===== config.mk =====
export PLATFORM = sky130hd
export DESIGN_NAME = aln_check_unit
export DESIGN_NICKNAME = d
export VERILOG_FILES = /design/src/rtl/aln_pkg.sv /design/src/rtl/aln_ctrl.sv /design/src/rtl/aln_datapath.sv /design/src/rtl/aln_check_unit.sv
export SDC_FILE = /design/constraint.sdc
export NUM_CORES = 1
export LEC_CHECK = 0
export BUFFER_PORTS_ARGS = -buffer_cell sky130_fd_sc_hd__buf_2
export CORE_UTILIZATION = 44
export CTS_CLUSTER_SIZE = 12
export DETAILED_ROUTE_END_ITERATION = 16
export PLACE_DENSITY_LB_ADDON = 0.25
export SLEW_MARGIN = 20
export SYNTH_ARGS = -nofsm -noshare
export SYNTH_HDL_FRONTEND = slang
export SYNTH_SLANG_ARGS = --single-unit

===== constraint.sdc =====
create_clock -name clk -period 1.4 [get_ports clk]
set_input_delay 0.21 -clock clk [delete_from_list [all_inputs] [get_ports clk]]
set_output_delay 0.21 -clock clk [all_outputs]
set_load 0.01 [all_outputs]

===== src/rtl/aln_pkg.sv =====
package aln_pkg;

  typedef enum logic [1:0] {
    MODE_ALIGNED = 2'd0,
    MODE_PASS    = 2'd1,
    MODE_ROTATE  = 2'd2,
    MODE_FAULT   = 2'd3
  } alnMode_e;

  localparam logic [1:0] SIZE_BYTE = 2'b00;
  localparam logic [1:0] SIZE_HALF = 2'b01;

  // strobes from control to datapath
  typedef struct packed {
    logic capture;   // latch an address for a non-faulting access
    logic clearLow;  // drop the lane bits of the address
    logic rotate;    // produce a load rotate amount
  } alnStrobe_t;

endpackage


===== src/rtl/aln_ctrl.sv =====
module aln_ctrl
  import aln_pkg::*;
#(
  parameter int LANE_BITS = 2
) (
  input  logic                 clk,
  input  logic                 rstN,
  input  logic                 strapUnal,
  input  logic                 ctrlWe,
  input  logic                 ctrlStrict,
  input  logic                 ctrlUnal,
  input  logic                 reqValid,
  input  logic                 reqWrite,
  input  logic [1:0]           reqSize,
  input  logic [LANE_BITS-1:0] reqLane,
  output alnStrobe_t           strobe,
  output logic                 outValid,
  output logic                 outFault,
  output logic                 outMemReq,
  output logic [1:0]           outMode
);

  logic strictQ;
  logic unalQ;
  logic misal;
  logic isFault;
  logic isPass;
  logic isLegacy;
  alnMode_e modeNext;

  always_ff @(posedge clk) begin
    if (!rstN) begin
      strictQ <= 1'b0;
      unalQ   <= strapUnal;
    end else if (ctrlWe) begin
      strictQ <= ctrlStrict;
      unalQ   <= ctrlUnal;
    end
  end

  always_comb begin
    case (reqSize)
      SIZE_BYTE: misal = 1'b0;
      SIZE_HALF: misal = reqLane[0];
      default:   misal = |reqLane;
    endcase
  end

  assign isFault  = reqValid & misal & strictQ;
  assign isPass   = reqValid & misal & ~strictQ & unalQ;
  assign isLegacy = reqValid & misal & ~strictQ & ~unalQ;

  always_comb begin
    if (isFault)       modeNext = MODE_FAULT;
    else if (isPass)   modeNext = MODE_PASS;
    else if (isLegacy) modeNext = MODE_ROTATE;
    else               modeNext = MODE_ALIGNED;
  end

  assign strobe.capture  = reqValid & ~isFault;
  assign strobe.clearLow = isLegacy;
  assign strobe.rotate   = isLegacy & ~reqWrite;

  always_ff @(posedge clk) begin
    if (!rstN) begin
      outValid  <= 1'b0;
      outFault  <= 1'b0;
      outMemReq <= 1'b0;
      outMode   <= MODE_ALIGNED;
    end else begin
      outValid  <= reqValid;
      outFault  <= isFault;
      outMemReq <= reqValid & ~isFault;
      outMode   <= reqValid ? modeNext : MODE_ALIGNED;
    end
  end

endmodule


===== src/rtl/aln_datapath.sv =====
module aln_datapath
  import aln_pkg::*;
#(
  parameter int ADDR_W    = 32,
  parameter int LANE_BITS = 2,
  parameter int ROT_W     = 5
) (
  input  logic              clk,
  input  logic              rstN,
  input  alnStrobe_t        strobe,
  input  logic [ADDR_W-1:0] reqAddr,
  output logic [ADDR_W-1:0] outAddr,
  output logic [ROT_W-1:0]  outRotate
);

  localparam int PAD_W = ROT_W - LANE_BITS;

  logic [ADDR_W-1:0] addrNext;
  logic [ROT_W-1:0]  rotNext;

  always_comb begin
    addrNext = reqAddr;
    if (strobe.clearLow) addrNext[LANE_BITS-1:0] = '0;
    rotNext = strobe.rotate ? {reqAddr[LANE_BITS-1:0], {PAD_W{1'b0}}} : '0;
  end

  always_ff @(posedge clk) begin
    if (!rstN) begin
      outAddr   <= '0;
      outRotate <= '0;
    end else if (strobe.capture) begin
      outAddr   <= addrNext;
      outRotate <= rotNext;
    end else begin
      outAddr   <= '0;
      outRotate <= '0;
    end
  end

endmodule


===== src/rtl/aln_check_unit.sv =====
module aln_check_unit
  import aln_pkg::*;
#(
  parameter int ADDR_W = 32,
  parameter int DATA_W = 32,
  parameter int LANE_BITS = $clog2(DATA_W / 8),
  parameter int ROT_W = $clog2(DATA_W)
) (
  input  logic              clk,
  input  logic              rstN,
  input  logic              strapUnal,
  input  logic              ctrlWe,
  input  logic              ctrlStrict,
  input  logic              ctrlUnal,
  input  logic              reqValid,
  input  logic              reqWrite,
  input  logic [1:0]        reqSize,
  input  logic [ADDR_W-1:0] reqAddr,
  output logic              outValid,
  output logic              outFault,
  output logic              outMemReq,
  output logic [1:0]        outMode,
  output logic [ADDR_W-1:0] outAddr,
  output logic [ROT_W-1:0]  outRotate
);

  alnStrobe_t strobe;

  aln_ctrl #(.LANE_BITS(LANE_BITS)) u_ctrl (
    .clk(clk), .rstN(rstN), .strapUnal(strapUnal),
    .ctrlWe(ctrlWe), .ctrlStrict(ctrlStrict), .ctrlUnal(ctrlUnal),
    .reqValid(reqValid), .reqWrite(reqWrite), .reqSize(reqSize),
    .reqLane(reqAddr[LANE_BITS-1:0]), .strobe(strobe),
    .outValid(outValid), .outFault(outFault),
    .outMemReq(outMemReq), .outMode(outMode)
  );

  aln_datapath #(.ADDR_W(ADDR_W), .LANE_BITS(LANE_BITS), .ROT_W(ROT_W)) u_dp (
    .clk(clk), .rstN(rstN), .strobe(strobe), .reqAddr(reqAddr),
    .outAddr(outAddr), .outRotate(outRotate)
  );

endmodule


---- Word level (Yosys, flattened, before mapping) ----
Cells that the tools add are included.
storage, ports and cells
  output and inout bits ................... 42
  word-level logic and storage cells ...... 37
  register bits ........................... 44
operators by class
  bitwise gates (word level) .............. 13
  mux-type cells .......................... 6
  reductions and logical operators ........ 6
  equality and inequality tests ........... 2
operators with widths
  cell                                                                      count
  1-bit AND                                                                 7
  2-bit two-way mux                                                         3
  1-bit NOT                                                                 6
  2-bit AND reduction                                                       2
  3-bit AND reduction                                                       1
  3-bit OR reduction                                                        1
  2-bit by 1-bit equality test with 1-bit output (second input constant)    1
  2-bit logical NOT                                                         1
  1-bit two-way mux                                                         2
  2-bit by 1-bit inequality test with 1-bit output (second input constant)  1
  1-bit one-hot mux with 2 select lines                                     1
  2-bit OR reduction                                                        1

---- Depth between registers and ports, before layout ----
Gate-level depths: netlist of run 1.
  depth in word-level cells ............... 8
  depth in mapped cells ................... 4
  depth with buffers taken out ............ 3

---- By module ----
From an unflattened synthesis of run 1, not the netlist that was laid out.
second synthesis, totals
  cells, all modules ...................... 104
  area total of the unflattened synthesis .. 1272.5 sq um
by module, submodules not included
  module        area an instance (sq um)  cells each  instances
  aln_datapath  987.2                     78          1
  aln_ctrl      285.3                     26          1

---- Least setup slack after synthesis of run 1 ----
Ideal clock, no wire load.
  path type ............................... reg-to-reg
  from .................................... register u_ctrl.strictQ
  to ...................................... register u_dp.outAddr[10]
  library setup time ...................... 0.087 ns
  data required time ...................... 1.313 ns
  path buffers ............................ 2
  setup slack ............................. 0.335 ns
  clock period less this slack ............ 1.065 ns
  arrival time ............................ 0.977 ns
  cell stages (with the launch flop) ...... 5
  cell sequence ........................... dfxtp_1 -> and3_1 -> buf_6 -> buf_6 -> nor4b_2
on the way
  word-level cells in the longest chain between the ends .. 4
ends and longest elaborated chain
  item                                  line                text
  start, declared                       aln_ctrl.sv:23      logic strictQ;
  start signal, assigned                aln_ctrl.sv:36      strictQ <= ctrlStrict;
  1-bit AND                             aln_ctrl.sv:49      assign isFault = reqValid & misal & strictQ;
  1-bit NOT                             aln_ctrl.sv:60      assign strobe.capture = reqValid & ~isFault;
  1-bit AND                             aln_ctrl.sv:60
  2-bit AND reduction (no source line)  n/a
  end signal, assigned                  aln_datapath.sv:32  outAddr <= addrNext;
  end, declared                         aln_datapath.sv:12  output logic [ADDR_W-1:0] outAddr,
No other way between the ends.
A chain may end at the register's enable or synchronous reset.

---- Worst setup path after layout of run 1 ----
  from .................................... register u_ctrl.strictQ
  to ...................................... register u_dp.outAddr[25]
The elaborated chain is that of the path after synthesis.

==> flow_summary.json, run 1 <==
{
  "synth-seq-cells": 41,
  "fp.dieArea_mm2": 0.00380,
  "floorplan.initialDensity_pct": 46.5,
  "synth_largest_type_area_fraction_pct": 51.2,
  "cts_repair_resize_count": 0,
  "layout.cells.most_common": "buf_2",
  "synth_area_leader_cell": "dfxtp_1",
  "peakVddDrop_v": 0.000666,
  "final.setup.tns_ps": 0,
  "detail_route.vias_per_cell": 4.78,
  "ctsHtreeMaxLevel": 2,
  "worst_r2r_endpoint": "u_dp.outAddr[25]",
  "cp_max_fo": 31,
  "antenna_found_initial": 0,
  "cts_root_buffer": "clkbuf_4",
  "arrival_ps": 1430,
  "route.detailed.drc": 0,
  "yosys_warnings": 0,
  "clk-insertion-delay-late_ps": 330,
  "cellLeakagePower_uw": 0.000949,
  "grt_overflow": 0,
  "detail_route.first_pass.iterations": 3,
  "fp.dieW_um": 61.6,
  "grt_start_max_net_pins": 32,
  "drv_slew": 0,
  "routabilityCongestion": 0.673,
  "max_cap_violations": 0,
  "area_added_between_synthesis_and_finish_pct": 30.0,
  "core_area_mm2": 0.00336,
  "crit_required_ps": 1640,
  "final.period_utilization_pct": 85.6,
  "start_kind": "flip-flop",
  "nets": 232,
  "first_global_vias": 1010,
  "worstHoldPathType": "in -> reg",
  "layout-drive-gt1-share_pct": 63.9,
  "clkSinkCount": 41,
  "mostFrequentLayoutCells": "80 x buf_2, 40 x dfxtp_1, 29 x nor4b_2, 5 x clkbuf_4",
  "first_iter_violations": 29,
  "grt_util_all_layers_pct": 16.0,
  "routed_wl_um": 2980,
  "synth_top_cells_by_area": "dfxtp_1 51%, nor4b_2 28%, buf_6 5.0%",
  "setup_viol": 0,
  "setup_repair_after_global_routing_missed_its_margin": "no",
  "final.min_clock_period_ps": 1200,
  "boundaryPins": 84,
  "timing.final.hold_violations": 0,
  "hold_buffers": 0,
  "cellPowerDensity_mw_per_mm2": 1010,
  "num_antenna_cells": 0,
  "syn_avg_cell_area_um2": 14.2,
  "synth_cells": 110,
  "std_cell_rows": 21,
  "cts_tree": "built",
  "critical_path.reg2reg.startpoint": "u_ctrl.strictQ",
  "whs_path_depth": 3,
  "worst_hold_margin_ps": 132,
  "hold_path_startpoint": "ctrlStrict",
  "cts_post_setup_buffers_inserted": 0,
  "worst-setup-path-type": "reg -> reg",
  "numCtsBuffers": 5,
  "routed_wire_length_per_instance_um": 12.6,
  "wire_length_of_the_first_global_routing_pass_um": 4280,
  "worst_setup_path_end_kind": "flip-flop",
  "whs_endpoint": "u_ctrl.strictQ",
  "ff2ff_path_depth": 3,
  "status": "finished, final reports clean",
  "routed-via-count": 1134,
  "timing.reg2reg.setup_slack_ps": 200,
  "finalClockSkew_ps": 8.35,
  "post_synth_instance_area_mm2": 0.00156,
  "clk_pin_slew_ps": 110,
  "synth.distinct_cells": 25,
  "cts-root-to-sink-buffers": 2,
  "post_synthesis_sequential_area_ratio_pct": 53.1,
  "portBuffers": 80,
  "dieHeight_um": 61.6,
  "dp_hpwl_um": 2170,
  "fmaxAchievable_mhz": 834,
  "antenna_left": 0
}
## final cells by class
cell class,instances,area (µm²)
fillers,326,1330
flip-flops and latches,41,831
multi-input cells,57,624
repair buffers,84,468
well taps,46,57.6
clock buffers,8,48.8
inverters,1,3.75
## logic make-up (layout without fill, tap and decap cells)
| family | Yosys count | after routing | synth area share (%) |
|---|---|---|---|
| buf+inv | 14 | 93 | 7.68 |
| other cells | 1 | 3 | 0.240 |
| simple gates | 42 | 42 | 32.3 |
| mux | 2 | 2 | 1.36 |
| compound gates | 10 | 10 | 5.28 |
| flops | 41 | 41 | 53.1 |
## where the power goes
part	internal [µW]	switching [µW]
sequential	1220	15.5
clock	201	339
combinational	140	132
total	1560	487
## how the worst max path moves through the flow
stage | from | cells past startpoint | to
final | u_ctrl.strictQ | 3 | u_dp.outAddr[25]
after floorplan | u_ctrl.strictQ | 4 | u_dp.outAddr[10]
after global placement | reqAddr[0] | 4 | u_dp.outAddr[9]
after detailed placement | reqAddr[0] | 4 | u_dp.outAddr[25]
after global routing | u_ctrl.strictQ | 3 | u_dp.outAddr[15]
after CTS | u_ctrl.strictQ | 3 | u_dp.outAddr[25]
## sequential cells by signal (all words and copies together) (netlist names)
signal and count:
u_dp.outRotate 2, u_ctrl.outMode 2, u_dp.outAddr 32, u_ctrl.outMemReq 1
u_ctrl.outFault 1, u_ctrl.unalQ 1, u_ctrl.strictQ 1, u_ctrl.outValid 1
## metal layers
layer	GRT usage (%)	part of all wire, %	vias up
met5	0	0	-
met4	7.62	0.74	0
met3	6.30	6.9	2
met2	28.7	51	48
met1	16.2	41	524
li1	-	-	560
## cell usage after synthesis
library cell / instances
dfxtp_1: 40
nor4b_2: 29
buf_6: 7
buf_2: 3
buf_4: 3
a211oi_1: 2
a21oi_1: 2
nand2_1: 2
nor2_1: 2
nor2b_1: 2
nor3_1: 2
o2111a_1: 2
o211a_1: 2
and2_1: 1
and3_1: 1
conb_1: 1
edfxtp_1: 1
inv_1: 1
mux2_2: 1
mux2i_1: 1
nand2b_1: 1
nand3_1: 1
nor4b_1: 1
o211a_2: 1
o21ai_0: 1
## stage by stage
step / cells / power [µW] / instance area (µm²) / util (%) / worst slack, ps
6_report: 237 / 2050 / 2030 / 60.5 / 201
5_1_grt: 237 / 2170 / 2030 / 60.5 / 143
4_1_cts: 237 / 2080 / 2030 / 60.5 / 180
3_5_place_dp: 229 / 1540 / 1980 / 59.0 / 183
3_3_place_gp: 229 / 1530 / 1980 / 59.0 / 224
2_1_floorplan: 112 / 1420 / 1570 / - / 335
## critical path: stages (launching register included)
cell	delay (ps)
dfxtp_1	390
and3_2	220
buf_12	180
nor4b_2	300
No activity file was read; power rests on OpenSTA's default activity.
==> run 2: changes to the inputs <==
==> constraint.sdc (replaced) <==
create_clock -name clk -period 1.3 [get_ports clk]
set_input_delay 0.195 -clock clk [delete_from_list [all_inputs] [get_ports clk]]
set_output_delay 0.195 -clock clk [all_outputs]
set_load 0.01 [all_outputs]
==> run 2 against run 1 <==
  * Sequential power increased by 7%
  * Setup slack got worse by 44 ps
  * Clock power increased by 9.8%
  * Sequential share of layout area decreased by 0.15 points
  * Fmax increased by 4.9%
  * Final cell count increased by 0.42%
  * Routed wire length increased by 2.6%
  * Die area unchanged
  * Core utilization increased by 0.22 points
  * Flip-flop and latch count unchanged
  * Critical endpoint unchanged
  * Highest routed layer unchanged
==> flow_summary.json, run 2 (synthesis results as in run 1) <==
{
  "status": "finished, final reports clean",
  "first_iter_violations": 33,
  "start_kind": "flip-flop",
  "grt_overflow": 0,
  "area_added_between_synthesis_and_finish_pct": 30.5,
  "cp_max_fo": 31,
  "drv_slew": 0,
  "slowest_stage_cell_on_the_critical_path": "dfxtp_1",
  "hold_path_startpoint": "ctrlStrict",
  "timing.critical_path.slowest_cell_delay_ps": 350,
  "ctsHtreeMaxLevel": 2,
  "placed_area_mm2": 0.00199,
  "multi_input_area_um2": 624,
  "portBuffers": 80,
  "antenna_left": 0,
  "worst_setup_path_end_kind": "flip-flop",
  "fmaxAchievable_mhz": 875,
  "worst-setup-path-type": "reg -> reg",
  "routabilityCongestion": 0.676,
  "fp.dieW_um": 61.6,
  "layout-drive-gt1-share_pct": 64.1,
  "largest-register": "u_dp.outAddr",
  "worst_r2r_endpoint": "u_dp.outAddr[25]",
  "whs_path_depth": 3,
  "cellLeakagePower_uw": 0.000954,
  "worstHoldPathType": "in -> reg",
  "timing.final.hold_violations": 0,
  "fp.dieArea_mm2": 0.00380,
  "num_antenna_cells": 0,
  "cts_repair_resize_count": 0,
  "largest_registers": "u_dp.outAddr (32), u_ctrl.outMode (2), u_dp.outRotate (2)",
  "clkSinkCount": 41,
  "mostFrequentLayoutCells": "80 x buf_2, 40 x dfxtp_1, 29 x nor4b_2, 5 x clkbuf_4",
  "crit_required_ps": 1550,
  "crit_chain": "and3_2, buf_12, nor4b_2",
  "cts_tree": "built",
  "boundaryPins": 84,
  "dieHeight_um": 61.6,
  "whs_endpoint": "u_ctrl.strictQ",
  "finalClockSkew_ps": 10.5,
  "peakVddDrop_v": 0.000619,
  "layout.cells.most_common": "buf_2",
  "cts_post_setup_buffers_inserted": 0,
  "clk_pin_slew_ps": 110,
  "first_global_vias": 1075,
  "timing.reg2reg.setup_slack_ps": 160,
  "route.detailed.drc": 0,
  "routed-via-count": 1175,
  "detail_route.first_pass.iterations": 3,
  "routed_wl_um": 3050,
  "fillers": 322,
  "nets": 233,
  "antenna_found_initial": 0,
  "setup_repair_after_global_routing_missed_its_margin": "no",
  "arrival_ps": 1390,
  "final.min_clock_period_ps": 1140,
  "core_area_mm2": 0.00336,
  "dp_hpwl_um": 2230,
  "sequential_cell_area_um2": 831,
  "numCtsBuffers": 5,
  "ff2ff_path_depth": 3,
  "drt_met1_wl_um": 1190,
  "met3RoutedLength_um": 215,
  "worst_hold_margin_ps": 105,
  "max_cap_violations": 0,
  "floorplan.initialDensity_pct": 46.5,
  "critical_path.reg2reg.startpoint": "u_ctrl.strictQ",
  "grt_start_max_net_pins": 32,
  "final.setup.tns_ps": 0,
  "detail_route.vias_per_cell": 4.94,
  "hold_buffers": 0,
  "setup_viol": 0,
  "largest_register_ff_count": 32,
  "grt_util_all_layers_pct": 17.0,
  "post-route-cell-area_mm2": 0.00204,
  "wire_length_of_the_first_global_routing_pass_um": 4550,
  "route.met2.wl_um": 1580,
  "clk-insertion-delay-late_ps": 340,
  "std_cell_rows": 21,
  "top_layer": "met4",
  "final_core_util_pct": 60.7,
  "routed_wire_length_per_instance_um": 12.8,
  "cts-root-to-sink-buffers": 2,
  "cellPowerDensity_mw_per_mm2": 1090,
  "cts_root_buffer": "clkbuf_4",
  "final.period_utilization_pct": 87.9
}
## run 2: cell types whose count changed in the layout (fill, tap and decap cells not counted), sizes merged
| cell | previous run | this run |
|---|---|---|
| buf | 84 | 85 |
## run 2: area by class of cell
type                            instances  area share (%)
Tap cell                               46            2.82
Sequential cell                        41            40.7
Inverter                                1           0.184
Timing Repair Buffer                   85            23.3
Multi-Input combinational cell         57            30.6
Clock buffer                            8            2.39
## run 2: stage by stage
stage               total power, µW  worst slack [ps]  std cells
finish                         2220               157        238
global placement               1650               140        230
floorplan                      1530               235        112
CTS                            2250               149        238
global route                   2340              99.5        238
detailed placement             1660              84.9        230
## run 2: worst max-delay path: cells and delay by family (launching register included)
family,cells,cell delay (ps)
buffers and inverters,1,180
AND/OR/NAND/NOR,2,510
flip-flops,1,350
## run 2: per-layer routing
metal / up-vias / GRT usage (%)
met5: - / 0
met4: 0 / 10.5
met3: 7 / 4.20
met2: 50 / 30.3
met1: 555 / 18.0
li1: 563 / -
## run 2: worst max-delay path by stage
stage,cells past startpoint,start,slack [ps],end
2_1_floorplan,4,u_ctrl.strictQ,240,u_dp.outAddr[10]
3_3_place_gp,4,reqAddr[0],140,u_dp.outAddr[9]
3_5_place_dp,4,reqAddr[0],80,u_dp.outAddr[25]
4_1_cts,3,u_ctrl.strictQ,150,u_dp.outAddr[25]
5_1_grt,3,u_ctrl.strictQ,100,u_dp.outAddr[25]
6_report,3,u_ctrl.strictQ,160,u_dp.outAddr[25]
## run 2: power breakdown
part           switching (µW)  leakage, µW  total (µW)  internal (µW)
logic                     146     0.000589         299            153
registers                15.2     0.000338        1330           1320
clock network             377    0.0000265         593            216
total                     538     0.000954        2220           1680
==> run 3: changes to the inputs <==
--- a/config.mk
+++ b/config.mk
@@ -9,7 +9,7 @@
 export CORE_UTILIZATION = 44
 export CTS_CLUSTER_SIZE = 12
 export DETAILED_ROUTE_END_ITERATION = 16
-export PLACE_DENSITY_LB_ADDON = 0.25
+export PLACE_DENSITY = 0.79
 export SLEW_MARGIN = 20
 export SYNTH_ARGS = -nofsm -noshare
 export SYNTH_HDL_FRONTEND = slang
==> run 3 against run 2 <==
  * Fmax decreased by 3.4%
  * Clock power increased by 30%
  * Largest power group unchanged
  * Final cell count unchanged
==> flow_summary.json, run 3 (synthesis results as in run 1) <==
{
  "grt_start_max_net_pins": 32,
  "seqPwrFrac_pct": 55.6,
  "clk_pin_slew_ps": 110,
  "cts_root_buffer": "clkbuf_4",
  "ctsHtreeMaxLevel": 2,
  "portBuffers": 80,
  "core_area_mm2": 0.00336,
  "timing.critical_path.slowest_cell_delay_ps": 390,
  "crit_required_ps": 1550,
  "cp_max_fo": 11,
  "final.min_clock_period_ps": 1180,
  "clk-insertion-delay-late_ps": 340,
  "routed-via-count": 1139,
  "wire_length_of_the_first_global_routing_pass_um": 4840,
  "antenna_left": 0,
  "critPathTopFamily": "simple AND/OR/NAND/NOR gates",
  "clkSinkCount": 41,
  "nets": 233,
  "layout.cells.most_common": "buf_2",
  "arrival_ps": 1440,
  "antenna_found_initial": 0,
  "routabilityCongestion": 0.717,
  "finalClockSkew_ps": 8.20,
  "std_cell_rows": 21,
  "hold_buffers": 0,
  "largest_registers": "u_dp.outAddr (32), u_ctrl.outMode (2), u_dp.outRotate (2)",
  "boundaryPins": 84,
  "first_global_vias": 1064,
  "first_iter_violations": 17,
  "num_antenna_cells": 0,
  "cellPowerDensity_mw_per_mm2": 1160,
  "cellLeakagePower_uw": 0.000970,
  "cts_repair_resize_count": 0,
  "slowest_stage_cell_on_the_critical_path": "dfxtp_1",
  "critical_path.reg2reg.startpoint": "u_ctrl.strictQ",
  "grt_util_all_layers_pct": 18.3,
  "routed_wl_um": 3180,
  "routed_wire_length_per_instance_um": 13.4,
  "p_int_uw": 1850,
  "route.detailed.drc": 0,
  "switchingPower_uw": 553,
  "detail_route.vias_per_cell": 4.79,
  "fillers": 306,
  "timing.reg2reg.setup_slack_ps": 120,
  "fp.dieW_um": 61.6,
  "final.setup.tns_ps": 0,
  "multi_input_area_um2": 624,
  "cts_post_setup_buffers_inserted": 0,
  "power_switching_share_pct": 23.0,
  "layout-drive-gt1-share_pct": 65.6,
  "sequential_cell_area_um2": 831,
  "dp_hpwl_um": 2390,
  "setup_viol": 0,
  "fmaxAchievable_mhz": 845,
  "fp.dieArea_mm2": 0.00380,
  "peakVddDrop_v": 0.000896,
  "status": "finished, final reports clean",
  "worstHoldPathType": "in -> reg",
  "area_added_between_synthesis_and_finish_pct": 32.7,
  "max_cap_violations": 0,
  "mostFrequentLayoutCells": "80 x buf_2, 40 x dfxtp_1, 29 x nor4b_2, 5 x clkbuf_4",
  "largest-register": "u_dp.outAddr",
  "setup_repair_after_global_routing_missed_its_margin": "no",
  "floorplan.initialDensity_pct": 46.5,
  "worst-setup-path-type": "reg -> reg",
  "critPathBufInv": 1,
  "power.clock.fraction_pct": 32.0,
  "numCtsBuffers": 5,
  "crit_chain": "and3_2, buf_4, nor4b_1",
  "worstSetupStartpoint": "u_ctrl.strictQ",
  "drv_slew": 0,
  "worst_setup_path_end_kind": "flip-flop",
  "p_comb_share_pct": 12.4,
  "final_core_util_pct": 61.7,
  "final.period_utilization_pct": 91.0,
  "start_kind": "flip-flop",
  "hold_path_startpoint": "reqAddr[9]",
  "detail_route.first_pass.iterations": 4,
  "grt_overflow": 0,
  "timing.final.hold_violations": 0,
  "cts_tree": "built",
  "cts-root-to-sink-buffers": 2,
  "dieHeight_um": 61.6,
  "largest_register_ff_count": 32
}
run 3: power by group through the flow:
stage                     clock [µW]  sequential [µW]  combinational (µW)
after floorplan                    0             1390                 142
after global placement             0             1360                 288
after detailed placement           0             1360                 299
after CTS                        800             1340                 300
after global routing             860             1340                 330
final                            769             1330                 298
run 3: worst register-to-register path: stages, from the launching register on:
cell and delay (ps):
dfxtp_1 390, and3_2 230, buf_4 190, nor4b_1 290
run 3: cell type report:
type | instances | share of cell area [%]
Multi-Input combinational cell | 57 | 30.1
Tap cell | 46 | 2.77
Sequential cell | 41 | 40.0
Clock inverter | 1 | 0.362
Inverter | 1 | 0.181
Timing Repair Buffer | 85 | 22.9
Clock buffer | 7 | 3.68
run 3: path summary, 6_finish.rpt:
check / endpoint / cells after the start
max: u_dp.outAddr[9] / 3
min: u_dp.outAddr[9] / 2
max reg2reg: u_dp.outAddr[9] / 3
min reg2reg: u_ctrl.outFault / 2
run 3: stage by stage:
step	hold WS [ps]	total power [µW]	setup WS, ps	cell area (µm²)	std cells
6_report	108	2400	117	2080	238
2_1_floorplan	323	1530	235	1570	112
3_5_place_dp	458	1660	83.9	1990	230
3_3_place_gp	461	1650	150	1990	230
4_1_cts	87.0	2440	98.2	2080	238
5_1_grt	71.5	2530	45.1	2080	238
run 3: per-layer routing:
metal / up-vias / share of wire, % / wire [µm] / track usage [%]
met4: 0 / 2.0 / 64 / 7.94
met5: - / 0 / 0 / 0
met1: 510 / 36 / 1140 / 19.7
met2: 55 / 54 / 1730 / 32.1
met3: 9 / 7.7 / 246 / 6.72
li1: 565 / - / - / -
